==> src/rtl/i2c_bm_pkg.sv <==
`timescale 1ns/1ps
package i2c_bm_pkg;
   // control register bit positions (software-visible, fixed)
   localparam int CB_STOP  = 0;
   localparam int CB_START = 1;
   localparam int CB_PAUSE = 2;
   localparam int CB_ACK   = 4;
   localparam int CB_DIR   = 5;
   localparam int CB_IE    = 6;
   localparam int CB_BUSY  = 7;

   typedef enum logic [2:0] {
      ENG_IDLE,
      ENG_START,
      ENG_BIT,
      ENG_STOP,
      ENG_DONE
   } eng_state_t;
endpackage

==> src/rtl/i2c_bm_tick.sv <==
`timescale 1ns/1ps
module i2c_bm_tick #(
   parameter int QTR_DIV = 250,
   parameter int DIV_W   = 16
) (
   input  logic clk,
   input  logic rst_n,
   input  logic en,
   output logic tick
);
   if (QTR_DIV == 1) begin : g_direct
      assign tick = en;
   end else begin : g_count
      localparam logic [DIV_W-1:0] LAST = DIV_W'(QTR_DIV - 1);
      logic [DIV_W-1:0] cnt;

      always_ff @(posedge clk or negedge rst_n) begin
         if (!rst_n) begin
            cnt <= '0;
         end else if (!en || cnt == LAST) begin
            cnt <= '0;
         end else begin
            cnt <= cnt + 1'b1;
         end
      end

      assign tick = en && (cnt == LAST);
   end
endmodule

==> src/rtl/i2c_bm_sync.sv <==
`timescale 1ns/1ps
module i2c_bm_sync #(
   parameter int STAGES = 2
) (
   input  logic clk,
   input  logic rst_n,
   input  logic d,
   output logic q
);
   if (STAGES == 0) begin : g_bypass
      assign q = d;
   end else begin : g_chain
      logic [STAGES-1:0] chain;

      always_ff @(posedge clk or negedge rst_n) begin
         if (!rst_n) begin
            chain <= '1;
         end else begin
            chain <= (chain << 1) | STAGES'(d);
         end
      end

      assign q = chain[STAGES-1];
   end
endmodule

==> src/rtl/i2c_bm_engine.sv <==
`timescale 1ns/1ps
module i2c_bm_engine
   import i2c_bm_pkg::*;
#(
   parameter int BYTE_W = 8
) (
   input  logic              clk,
   input  logic              rst_n,
   input  logic              go,
   input  logic              tick,
   input  logic              cmd_start,
   input  logic              cmd_stop,
   input  logic              cmd_pause,
   input  logic              cmd_read,
   input  logic              cmd_ack,
   input  logic [BYTE_W-1:0] tx_byte,
   input  logic              sda_s,
   output logic              active,
   output logic              done,
   output logic              ack_seen,
   output logic [BYTE_W-1:0] rx_byte,
   output logic              scl_oe,
   output logic              sda_oe,
   output logic              in_cond
);
   localparam int CNT_W = $clog2(BYTE_W + 1);
   localparam logic [CNT_W-1:0] LAST_BIT = CNT_W'(BYTE_W);

   eng_state_t        state;
   logic [1:0]        qtr;
   logic [CNT_W-1:0]  bitc;
   logic [BYTE_W-1:0] shreg;
   logic              abort_only;
   logic              ack_slot;
   logic              bit_drive;

   assign abort_only = cmd_pause && cmd_stop;
   assign ack_slot   = (bitc == LAST_BIT);

   // 1 = pull SDA low in the current bit slot
   always_comb begin
      if (cmd_read) begin
         bit_drive = ack_slot ? cmd_ack : 1'b0;
      end else begin
         bit_drive = ack_slot ? 1'b0 : !shreg[BYTE_W-1];
      end
   end

   always_ff @(posedge clk or negedge rst_n) begin
      if (!rst_n) begin
         state    <= ENG_IDLE;
         qtr      <= '0;
         bitc     <= '0;
         shreg    <= '0;
         ack_seen <= 1'b0;
         scl_oe   <= 1'b0;
         sda_oe   <= 1'b0;
      end else begin
         case (state)
            ENG_IDLE: begin
               if (go) begin
                  shreg <= tx_byte;
                  qtr   <= '0;
                  bitc  <= '0;
                  if (cmd_start) begin
                     state <= ENG_START;
                  end else if (abort_only) begin
                     state <= ENG_STOP;
                  end else begin
                     state <= ENG_BIT;
                  end
               end
            end
            ENG_START: begin
               if (tick) begin
                  qtr <= qtr + 1'b1;
                  case (qtr)
                     2'd0: sda_oe <= 1'b0;
                     2'd1: scl_oe <= 1'b0;
                     2'd2: sda_oe <= 1'b1;
                     default: begin
                        scl_oe <= 1'b1;
                        state  <= abort_only ? ENG_STOP : ENG_BIT;
                     end
                  endcase
               end
            end
            ENG_BIT: begin
               if (tick) begin
                  qtr <= qtr + 1'b1;
                  case (qtr)
                     2'd0: sda_oe <= bit_drive;
                     2'd1: scl_oe <= 1'b0;
                     2'd2: begin
                        if (ack_slot) begin
                           ack_seen <= !sda_s;
                        end else begin
                           shreg <= {shreg[BYTE_W-2:0], sda_s};
                        end
                     end
                     default: begin
                        scl_oe <= 1'b1;
                        if (ack_slot) begin
                           state <= cmd_stop ? ENG_STOP : ENG_DONE;
                        end else begin
                           bitc <= bitc + 1'b1;
                        end
                     end
                  endcase
               end
            end
            ENG_STOP: begin
               if (tick) begin
                  qtr <= qtr + 1'b1;
                  case (qtr)
                     2'd0: sda_oe <= 1'b1;
                     2'd1: scl_oe <= 1'b0;
                     2'd2: sda_oe <= 1'b0;
                     default: state <= ENG_DONE;
                  endcase
               end
            end
            default: state <= ENG_IDLE;
         endcase
      end
   end

   assign active  = (state == ENG_START) || (state == ENG_BIT) || (state == ENG_STOP);
   assign done    = (state == ENG_DONE);
   assign in_cond = (state == ENG_START) || (state == ENG_STOP);
   assign rx_byte = shreg;
endmodule

==> src/rtl/i2c_bm_regs.sv <==
`timescale 1ns/1ps
module i2c_bm_regs
   import i2c_bm_pkg::*;
(
   input  logic       clk,
   input  logic       rst_n,
   input  logic       reg_addr,
   input  logic       reg_we,
   input  logic [7:0] reg_wdata,
   input  logic       done,
   input  logic       ack_seen,
   input  logic [7:0] rx_byte,
   output logic [7:0] reg_rdata,
   output logic [7:0] data_q,
   output logic       f_stop,
   output logic       f_start,
   output logic       f_pause,
   output logic       f_ack,
   output logic       f_dir,
   output logic       f_ie,
   output logic       busy,
   output logic       go,
   output logic       irq
);
   logic accept;
   assign accept = reg_we && !busy;

   always_ff @(posedge clk or negedge rst_n) begin
      if (!rst_n) begin
         data_q  <= '0;
         f_stop  <= 1'b0;
         f_start <= 1'b0;
         f_pause <= 1'b0;
         f_ack   <= 1'b0;
         f_dir   <= 1'b0;
         f_ie    <= 1'b0;
         busy    <= 1'b0;
         go      <= 1'b0;
         irq     <= 1'b0;
      end else begin
         go <= 1'b0;
         if (accept && !reg_addr) begin
            data_q <= reg_wdata;
         end
         if (accept && reg_addr) begin
            f_stop  <= reg_wdata[CB_STOP];
            f_start <= reg_wdata[CB_START];
            f_pause <= reg_wdata[CB_PAUSE];
            f_ack   <= reg_wdata[CB_ACK];
            f_dir   <= reg_wdata[CB_DIR];
            f_ie    <= reg_wdata[CB_IE];
            irq     <= 1'b0;
            if (reg_wdata[CB_BUSY]) begin
               busy <= 1'b1;
               go   <= 1'b1;
            end
         end
         if (done) begin
            busy <= 1'b0;
            irq  <= f_ie;
            if (!(f_pause && f_stop)) begin
               if (f_dir) begin
                  data_q <= rx_byte;
               end else begin
                  f_ack <= ack_seen;
               end
            end
         end
      end
   end

   always_comb begin
      if (reg_addr) begin
         reg_rdata = '0;
         reg_rdata[CB_STOP]  = f_stop;
         reg_rdata[CB_START] = f_start;
         reg_rdata[CB_PAUSE] = f_pause;
         reg_rdata[CB_ACK]   = f_ack;
         reg_rdata[CB_DIR]   = f_dir;
         reg_rdata[CB_IE]    = f_ie;
         reg_rdata[CB_BUSY]  = busy;
      end else begin
         reg_rdata = data_q;
      end
   end
endmodule

==> src/rtl/i2c_byte_master.sv <==
`timescale 1ns/1ps
module i2c_byte_master #(
   parameter int QTR_DIV     = 250,
   parameter int DIV_W       = 16,
   parameter int SYNC_STAGES = 2
) (
   input  logic       clk,
   input  logic       rst_n,
   input  logic       reg_addr,
   input  logic       reg_we,
   input  logic [7:0] reg_wdata,
   output logic [7:0] reg_rdata,
   output logic       irq,
   output logic       scl_oe,
   output logic       sda_oe,
   input  logic       sda_in
);
   localparam int BYTE_W = 8;

   if (QTR_DIV < 1 || QTR_DIV >= (1 << DIV_W)) begin : g_bad_div
      $error("QTR_DIV must be in 1 .. 2**DIV_W-1");
   end
   if (SYNC_STAGES < 0 || SYNC_STAGES >= 2 * QTR_DIV) begin : g_bad_sync
      $error("SYNC_STAGES must be below two quarter periods");
   end

   logic              busy, done, go, tick, active, in_cond;
   logic              f_stop, f_start, f_pause, f_ack, f_dir, f_ie;
   logic              ack_seen, sda_s;
   logic [BYTE_W-1:0] data_q, rx_byte;

   i2c_bm_regs u_regs (
      .clk      (clk),
      .rst_n    (rst_n),
      .reg_addr (reg_addr),
      .reg_we   (reg_we),
      .reg_wdata(reg_wdata),
      .done     (done),
      .ack_seen (ack_seen),
      .rx_byte  (rx_byte),
      .reg_rdata(reg_rdata),
      .data_q   (data_q),
      .f_stop   (f_stop),
      .f_start  (f_start),
      .f_pause  (f_pause),
      .f_ack    (f_ack),
      .f_dir    (f_dir),
      .f_ie     (f_ie),
      .busy     (busy),
      .go       (go),
      .irq      (irq)
   );

   i2c_bm_tick #(.QTR_DIV(QTR_DIV), .DIV_W(DIV_W)) u_tick (
      .clk  (clk),
      .rst_n(rst_n),
      .en   (active),
      .tick (tick)
   );

   i2c_bm_sync #(.STAGES(SYNC_STAGES)) u_sync (
      .clk  (clk),
      .rst_n(rst_n),
      .d    (sda_in),
      .q    (sda_s)
   );

   i2c_bm_engine #(.BYTE_W(BYTE_W)) u_engine (
      .clk      (clk),
      .rst_n    (rst_n),
      .go       (go),
      .tick     (tick),
      .cmd_start(f_start),
      .cmd_stop (f_stop),
      .cmd_pause(f_pause),
      .cmd_read (f_dir),
      .cmd_ack  (f_ack),
      .tx_byte  (data_q),
      .sda_s    (sda_s),
      .active   (active),
      .done     (done),
      .ack_seen (ack_seen),
      .rx_byte  (rx_byte),
      .scl_oe   (scl_oe),
      .sda_oe   (sda_oe),
      .in_cond  (in_cond)
   );
endmodule

==> config.mk <==
export PLATFORM = sky130hd
export DESIGN_NAME = i2c_byte_master
export DESIGN_NICKNAME = d
export VERILOG_FILES = /design/src/rtl/i2c_bm_pkg.sv /design/src/rtl/i2c_bm_tick.sv /design/src/rtl/i2c_bm_sync.sv /design/src/rtl/i2c_bm_engine.sv /design/src/rtl/i2c_bm_regs.sv /design/src/rtl/i2c_byte_master.sv
export SDC_FILE = /design/constraint.sdc
export NUM_CORES = 1
export LEC_CHECK = 0
export BUFFER_PORTS_ARGS = -buffer_cell sky130_fd_sc_hd__buf_2
export CAP_MARGIN = 5
export CORE_MARGIN = 3
export CORE_UTILIZATION = 54
export CTS_CLUSTER_SIZE = 8
export DETAILED_ROUTE_END_ITERATION = 7
export HOLD_SLACK_MARGIN = 0.05
export PLACE_DENSITY_LB_ADDON = 0.25
export SYNTH_ARGS = -nofsm -noshare
export SYNTH_HDL_FRONTEND = slang
export SYNTH_HIERARCHICAL = 1
export SYNTH_SLANG_ARGS = --single-unit
==> constraint.sdc <==
create_clock -name clk -period 2 [get_ports clk]
set_input_delay 0.1 -clock clk [delete_from_list [all_inputs] [get_ports clk]]
set_output_delay 0.1 -clock clk [all_outputs]
set_load 0.01 [all_outputs]
After elaboration in Yosys (flattened, before gate mapping)
Index checks and enable logic that the tools add are counted.
{"block": "totals", "reg_bits": 55, "input_bits": 13, "elab_cells": 138}
{"block": "op_classes", "addsub": 3, "n_eq_ne": 25, "mux": 57, "n_bitwise": 1, "reduce_logical": 33}
{"cell": "8-bit two-way mux", "count": 9}
{"cell": "3-bit two-way mux", "count": 10}
{"cell": "2-bit inequality test, second input constant", "count": 12}
{"cell": "1-bit two-way mux", "count": 22}
{"cell": "16-bit by 1-bit adder with 16-bit output, second input constant", "count": 1}
{"cell": "16-bit by 8-bit == test with 1-bit output, second input constant", "count": 1}
{"cell": "16-bit two-way mux", "count": 1}
{"cell": "4-bit two-way mux", "count": 4}
{"cell": "8-bit one-hot mux with 2 select lines", "count": 1}
{"cell": "5-bit AND reduction", "count": 3}
{"cell": "3-bit one-hot mux with 4 select lines", "count": 1}
{"cell": "2-bit nonzero test", "count": 5}
{"cell": "1-bit one-hot mux with 2 select lines", "count": 4}
{"cell": "4-bit one-hot mux with 2 select lines", "count": 1}
{"cell": "8-bit AND reduction", "count": 1}
{"cell": "7-bit AND reduction", "count": 1}
{"cell": "3-bit by 2-bit == test with 1-bit output, second input constant", "count": 2}
{"cell": "2-bit by 1-bit inequality test with 1-bit output, second input constant", "count": 3}
{"cell": "3-bit inequality test, second input constant", "count": 2}
{"cell": "3-bit OR reduction", "count": 2}
{"cell": "1-bit logical AND", "count": 5}
{"cell": "1-bit zero test", "count": 5}
{"cell": "4-bit by 1-bit adder with 4-bit output, second input constant", "count": 1}
{"cell": "4-bit == test, second input constant", "count": 1}
{"cell": "17 further kinds", "count": 21}

Logic depth before layout (Yosys ltp)
{"block": "depth", "depth_word": 7, "mapped_depth": 10}

Modules after synthesis
The synthesis kept the hierarchy.
{"module": "i2c_bm_engine", "instances": 1, "cells_each": 128, "area_per_inst_um2": 1348.8, "seq_area_each_um2": 500.5}
{"module": "i2c_bm_tick", "instances": 1, "cells_each": 82, "area_per_inst_um2": 887.1, "seq_area_each_um2": 400.4}
{"module": "i2c_bm_regs", "instances": 1, "cells_each": 62, "area_per_inst_um2": 878.3, "seq_area_each_um2": 425.4}
{"module": "i2c_bm_sync", "instances": 1, "cells_each": 2, "area_per_inst_um2": 52.6, "seq_area_each_um2": 52.6}

Worst setup path after synthesis
OpenSTA, ideal clock, no wires.
{"block": "synth_path", "path_type": "reg-to-reg", "from": "reg u_tick.g_count.cnt[1]", "to": "reg u_engine.sda_oe", "setup_ns": 0.125, "arrival_ns": 2.041, "t_required_ns": 1.875, "setup_slack_ns": -0.165, "path_stages_with_launch": 10, "path_buffers": 1, "path_cell_list": "dfrtp_1 -> inv_1 -> ha_1 -> nor4b_1 -> nand4b_2 -> nor2_1 -> buf_2 -> nand2b_1 -> nor4_1 -> mux2_2"}
{"block": "synth_between", "elab_chain_len": 4}
{"element": "start: declaration", "line": "i2c_bm_tick.sv:15", "rtl": "logic [DIV_W-1:0] cnt;"}
{"element": "start signal: assignment", "line": "i2c_bm_tick.sv:23", "rtl": "cnt <= cnt + 1'b1;"}
{"element": "16-bit by 8-bit == test with 1-bit output (*)", "line": "i2c_bm_tick.sv:27", "rtl": "assign tick = en && (cnt == LAST);"}
{"element": "1-bit logical AND (*)", "line": "i2c_bm_tick.sv:27"}
{"element": "net tick", "line": "i2c_byte_master.sv:27", "rtl": "logic busy, done, go, tick, active, in_cond;"}
{"element": "2-bit inequality test (no source line)"}
{"element": "7-bit AND reduction (no source line) (*)"}
{"element": "end signal: assignment", "line": "i2c_bm_engine.sv:92", "rtl": "2'd0: sda_oe <= bit_drive;"}
{"element": "end: declaration", "line": "i2c_bm_engine.sv:23", "rtl": "output logic sda_oe,"}
Mark *: on every way through the listed nets, which the timed path passes. The rest lies on a longest branch.
A chain may end at the register's enable or synchronous reset.

Worst setup path in the final report
{"block": "layout_path", "from": "reg u_tick.g_count.cnt[1]", "to": "reg u_engine.shreg[5], in the netlist u_engine/rx_byte[5]"}
{"block": "layout_between", "elab_chain_len": 4}
{"element": "16-bit by 8-bit == test with 1-bit output", "line": "i2c_bm_tick.sv:27"}
{"element": "1-bit logical AND", "line": "i2c_bm_tick.sv:27"}
{"element": "net tick", "line": "i2c_byte_master.sv:27"}
{"element": "2-bit inequality test (no source line)"}
{"element": "5-bit AND reduction (no source line)"}
{"element": "end signal: assignment", "line": "i2c_bm_engine.sv:62", "rtl": "shreg <= tx_byte;"}
{"element": "end signal: assignment", "line": "i2c_bm_engine.sv:98", "rtl": "shreg <= {shreg[BYTE_W-2:0], sda_s};"}
{"element": "end: declaration", "line": "i2c_bm_engine.sv:32", "rtl": "logic [BYTE_W-1:0] shreg;"}
The timed path passes the listed nets, and every way through them passes these cells.

==> run_results.csv <==
group,metric,value,unit
detailed_routing,drc,0,
detailed_routing,dr_total_vias,2223,
placed_design,placed_cell_area,3533,um^2
clock_tree,clock_sinks,55,
timing,setup_viol,12,
layout,fillers,404,
timing,finalCritPeriodShare,104.4,%
worst_setup_path,crit_type,"reg -> reg",
detailed_routing,drtIter0Drc,126,
synthesis,postSynthCellCount,273,
detailed_routing,viasPerCell,5.449,
pwr,seq_power_share,48.5,%
global_routing,grt_remaining_overflow,0,
timing,finalHoldViolations,0,
clock_tree,cts.clk_slew.worst_paths,0.11,ns
die,coreArea,5574,um^2
timing,tightestPinTransition,0.7085,ns
worst_setup_path,cp-start-kind,"flip-flop",
timing,finalCriticalPeriod,2.088,ns
worst_setup_path,reg2reg_depth,9,
hold_path,min_path_cells,3,
placed_design,dpl_worst_slack,-0.1509,ns
timing,slew_viol_final,0,
timing,layout_setup_ws,-0.08834,ns
timing,max_freq,0.4788,GHz
timing,slew_headroom,52.77,%
timing,rsz0062_at_grt,"yes",
hold_path,hold_class,"in -> reg",
placed_design,place.gp.congestion,0.8401,
worst_setup_path,cp.arrival,2.29,ns
global_routing,grt_pass1_wl,10.84,mm
pwr,comb_power_share,30.0,%
global_routing,grt_pass1_vias,2208,
global_routing,grtUsageTotal,21.14,%
detailed_routing,ant_nets,0,
timing,skew,0.01354,ns
die,ios,24,
pwr,switching_share,30.88,%
layout,final_area,3809,um^2
timing,whs,0.06935,ns
pwr,powerDensity,778.2,nW/um^2
clock_tree,insertion_delay,0.32,ns
pwr,power,0.002964,W
die,die_area,6812,um^2
pwr,vdd_ir_drop_max,0.5890,mV
worst_setup_path,timing.rr.end,"u_engine/rx_byte[5]$_DFFE_PN0P_",
clock_tree,cts-root-buf,"clkbuf_8",
layout,drive_gt1_share,42.86,%
worst_setup_path,r2r_slack,-0.09,ns
pwr,p_int,0.002049,W
worst_setup_path,required,2.20,ns
pwr,p_sw,0.0009153,W
pwr,clockPowerShare,21.5,%
run_status,status,"finished with violations",
hold_path,worstHoldStart,"reg_we",
clock_tree,h-tree-depth,2,
synthesis,syn_avg_cell_area,11.59,um^2
flow_run,drv_cap,0,
global_routing,grt_max_degree,56,
worst_setup_path,reg2reg_from,"u_tick/g_count.cnt[1]$_DFF_PN0_",
run_status,violations,"setup timing",
placed_design,dp_hpwl,4.398,mm
die,die_w,82.54,um
clock_tree,clock_path_buffers,2,
clock_tree,cts_inserted_buffers,5,
detailed_routing,wl_per_cell,15.68,um
synthesis,syn_nets,295,
detailed_routing,drt-total-wl,6.399,mm
placed_design,portBuffers,23,
pwr,leakage,1.807,nW
worst_setup_path,cp_max_fo,8,
die,start_util,56.75,%
die,rows,27,
hold_path,min_to,"u_regs/busy$_DFFE_PN0P_",
layout,area_delta_synth_final,20.41,%
detailed_routing,drt_pass1_iterations,4,
global_routing,grt_antenna_before_repair,0,
synthesis,netlist_area,3163,um^2
die,die_h,82.54,um
clock_tree,tritoncts,"built",
layout,nNetsFinal,357,
layout,diodes,0,
worst_setup_path,endpoint_kind,"flip-flop",
synthesis,yosysWarnings,6,
## registers in the layout (all words and copies together) (netlist names)
signal and flops:
u_tick/g_count.cnt 16, u_engine/rx_byte 8, u_regs/data_q 8, u_engine/bitc 4, u_engine/state 3, u_engine/qtr 2
u_sync/g_chain.chain 2, u_engine/ack_seen 1, u_engine/scl_oe 1, u_engine/sda_oe 1, u_regs/busy 1, u_regs/f_ack 1
u_regs/f_dir 1, u_regs/f_ie 1, u_regs/f_pause 1, u_regs/f_start 1, u_regs/f_stop 1, u_regs/go 1
u_regs/irq 1
## layer usage
layer  routed length [um]  up-vias  track usage, %  share of wire, %
li1                     -     1089               -                 -
met1                 3125     1094           29.21                49
met2                 3034       33           34.21                47
met3                  169        7           3.905               2.6
met4                   70        0           5.719               1.1
met5                    0        -               0                 0
## how the worst max path moves through the flow
stage | startpoint | to | slack (ns) | depth (start not counted)
after detailed placement | u_tick/g_count.cnt[12]$_DFF_PN0_ | u_engine/bitc[0]$_DFFE_PN0P_ | -0.15 | 8
after floorplan | u_tick/g_count.cnt[1]$_DFF_PN0_ | u_engine/bitc[0]$_DFFE_PN0P_ | -0.06 | 10
after global placement | u_tick/g_count.cnt[12]$_DFF_PN0_ | u_engine/rx_byte[2]$_DFFE_PN0P_ | -0.10 | 7
after global routing | u_tick/g_count.cnt[1]$_DFF_PN0_ | u_engine/rx_byte[2]$_DFFE_PN0P_ | -0.23 | 9
after CTS | u_tick/g_count.cnt[1]$_DFF_PN0_ | u_engine/rx_byte[5]$_DFFE_PN0P_ | -0.1 | 9
final | u_tick/g_count.cnt[1]$_DFF_PN0_ | u_engine/rx_byte[5]$_DFFE_PN0P_ | -0.09 | 9
## area by class of cell
cell class	count	area (um^2)	area share (%)
flip-flops and latches	55	1379	36.20
repair buffers	66	469.2	12.32
inverters	11	41.29	1.084
multi-input cells	196	1735	45.56
well taps	72	90.09	2.365
clock inverters	3	25.02	0.6570
clock buffers	5	68.82	1.807
## layout by cell type (no fill, tap or decap), types with 4 or more instances in the layout
| cell type | count |
|---|---|
| dfrtp_1 | 53 |
| nor4_2 | 4 |
| nor2_1 | 17 |
| mux2_1 | 6 |
| nand2_1 | 14 |
| clkbuf_8 | 5 |
| buf_4 | 32 |
| a21oi_1 | 4 |
| mux2_2 | 25 |
| ha_1 | 9 |
| nor2_2 | 11 |
| dlygate4sd3_1 | 8 |
| o21ai_0 | 4 |
| mux2_4 | 16 |
| nand3_1 | 6 |
| buf_2 | 23 |
| nor3b_1 | 4 |
| nor3_1 | 5 |
| xnor2_1 | 13 |
| inv_1 | 11 |
## critical path: stages, from the launching register on
cell      delay (ns)
dfrtp_1         0.39
inv_1           0.06
ha_1            0.13
nor4b_4         0.23
nand4b_4        0.15
nor2_4          0.12
a41oi_1         0.11
or3_1           0.33
buf_6           0.16
mux2_4          0.29
## metrics by stage
stage / utilization [%] / instances / TNS (ns)
after detailed placement: 63.39 / 387 / -1.587
after floorplan: - / 273 / -0.5938
after global routing: 68.33 / 408 / -2.601
final: 68.33 / 408 / -0.8551
after global placement: 63.39 / 387 / -1.086
after CTS: 67.32 / 406 / -0.9797
## power by group through the flow
| stage | clock network, W | registers, W | logic, W |
|---|---|---|---|
| after floorplan | 0 | 0.00146 | 0.000512 |
| after global placement | 0 | 0.00145 | 0.000807 |
| after detailed placement | 0 | 0.00146 | 0.000829 |
| after CTS | 0.000661 | 0.00144 | 0.000863 |
| after global routing | 0.000690 | 0.00147 | 0.000979 |
| final | 0.000638 | 0.00144 | 0.000888 |
## repair_timing
| item | 4_1_cts | 5_1_grt |
|---|---|---|
| cloned | 0 | 0 |
| setup buffers | 3 | 2 |
| resized for setup | 6 | 10 |
| setup endpoints to repair | 14 | 18 |
| hold endpoints to repair | 60 | 0 |
| hold buffers | 8 | 0 |
| pin swaps | 1 | 3 |
No activity file was read; power rests on OpenSTA's default activity.
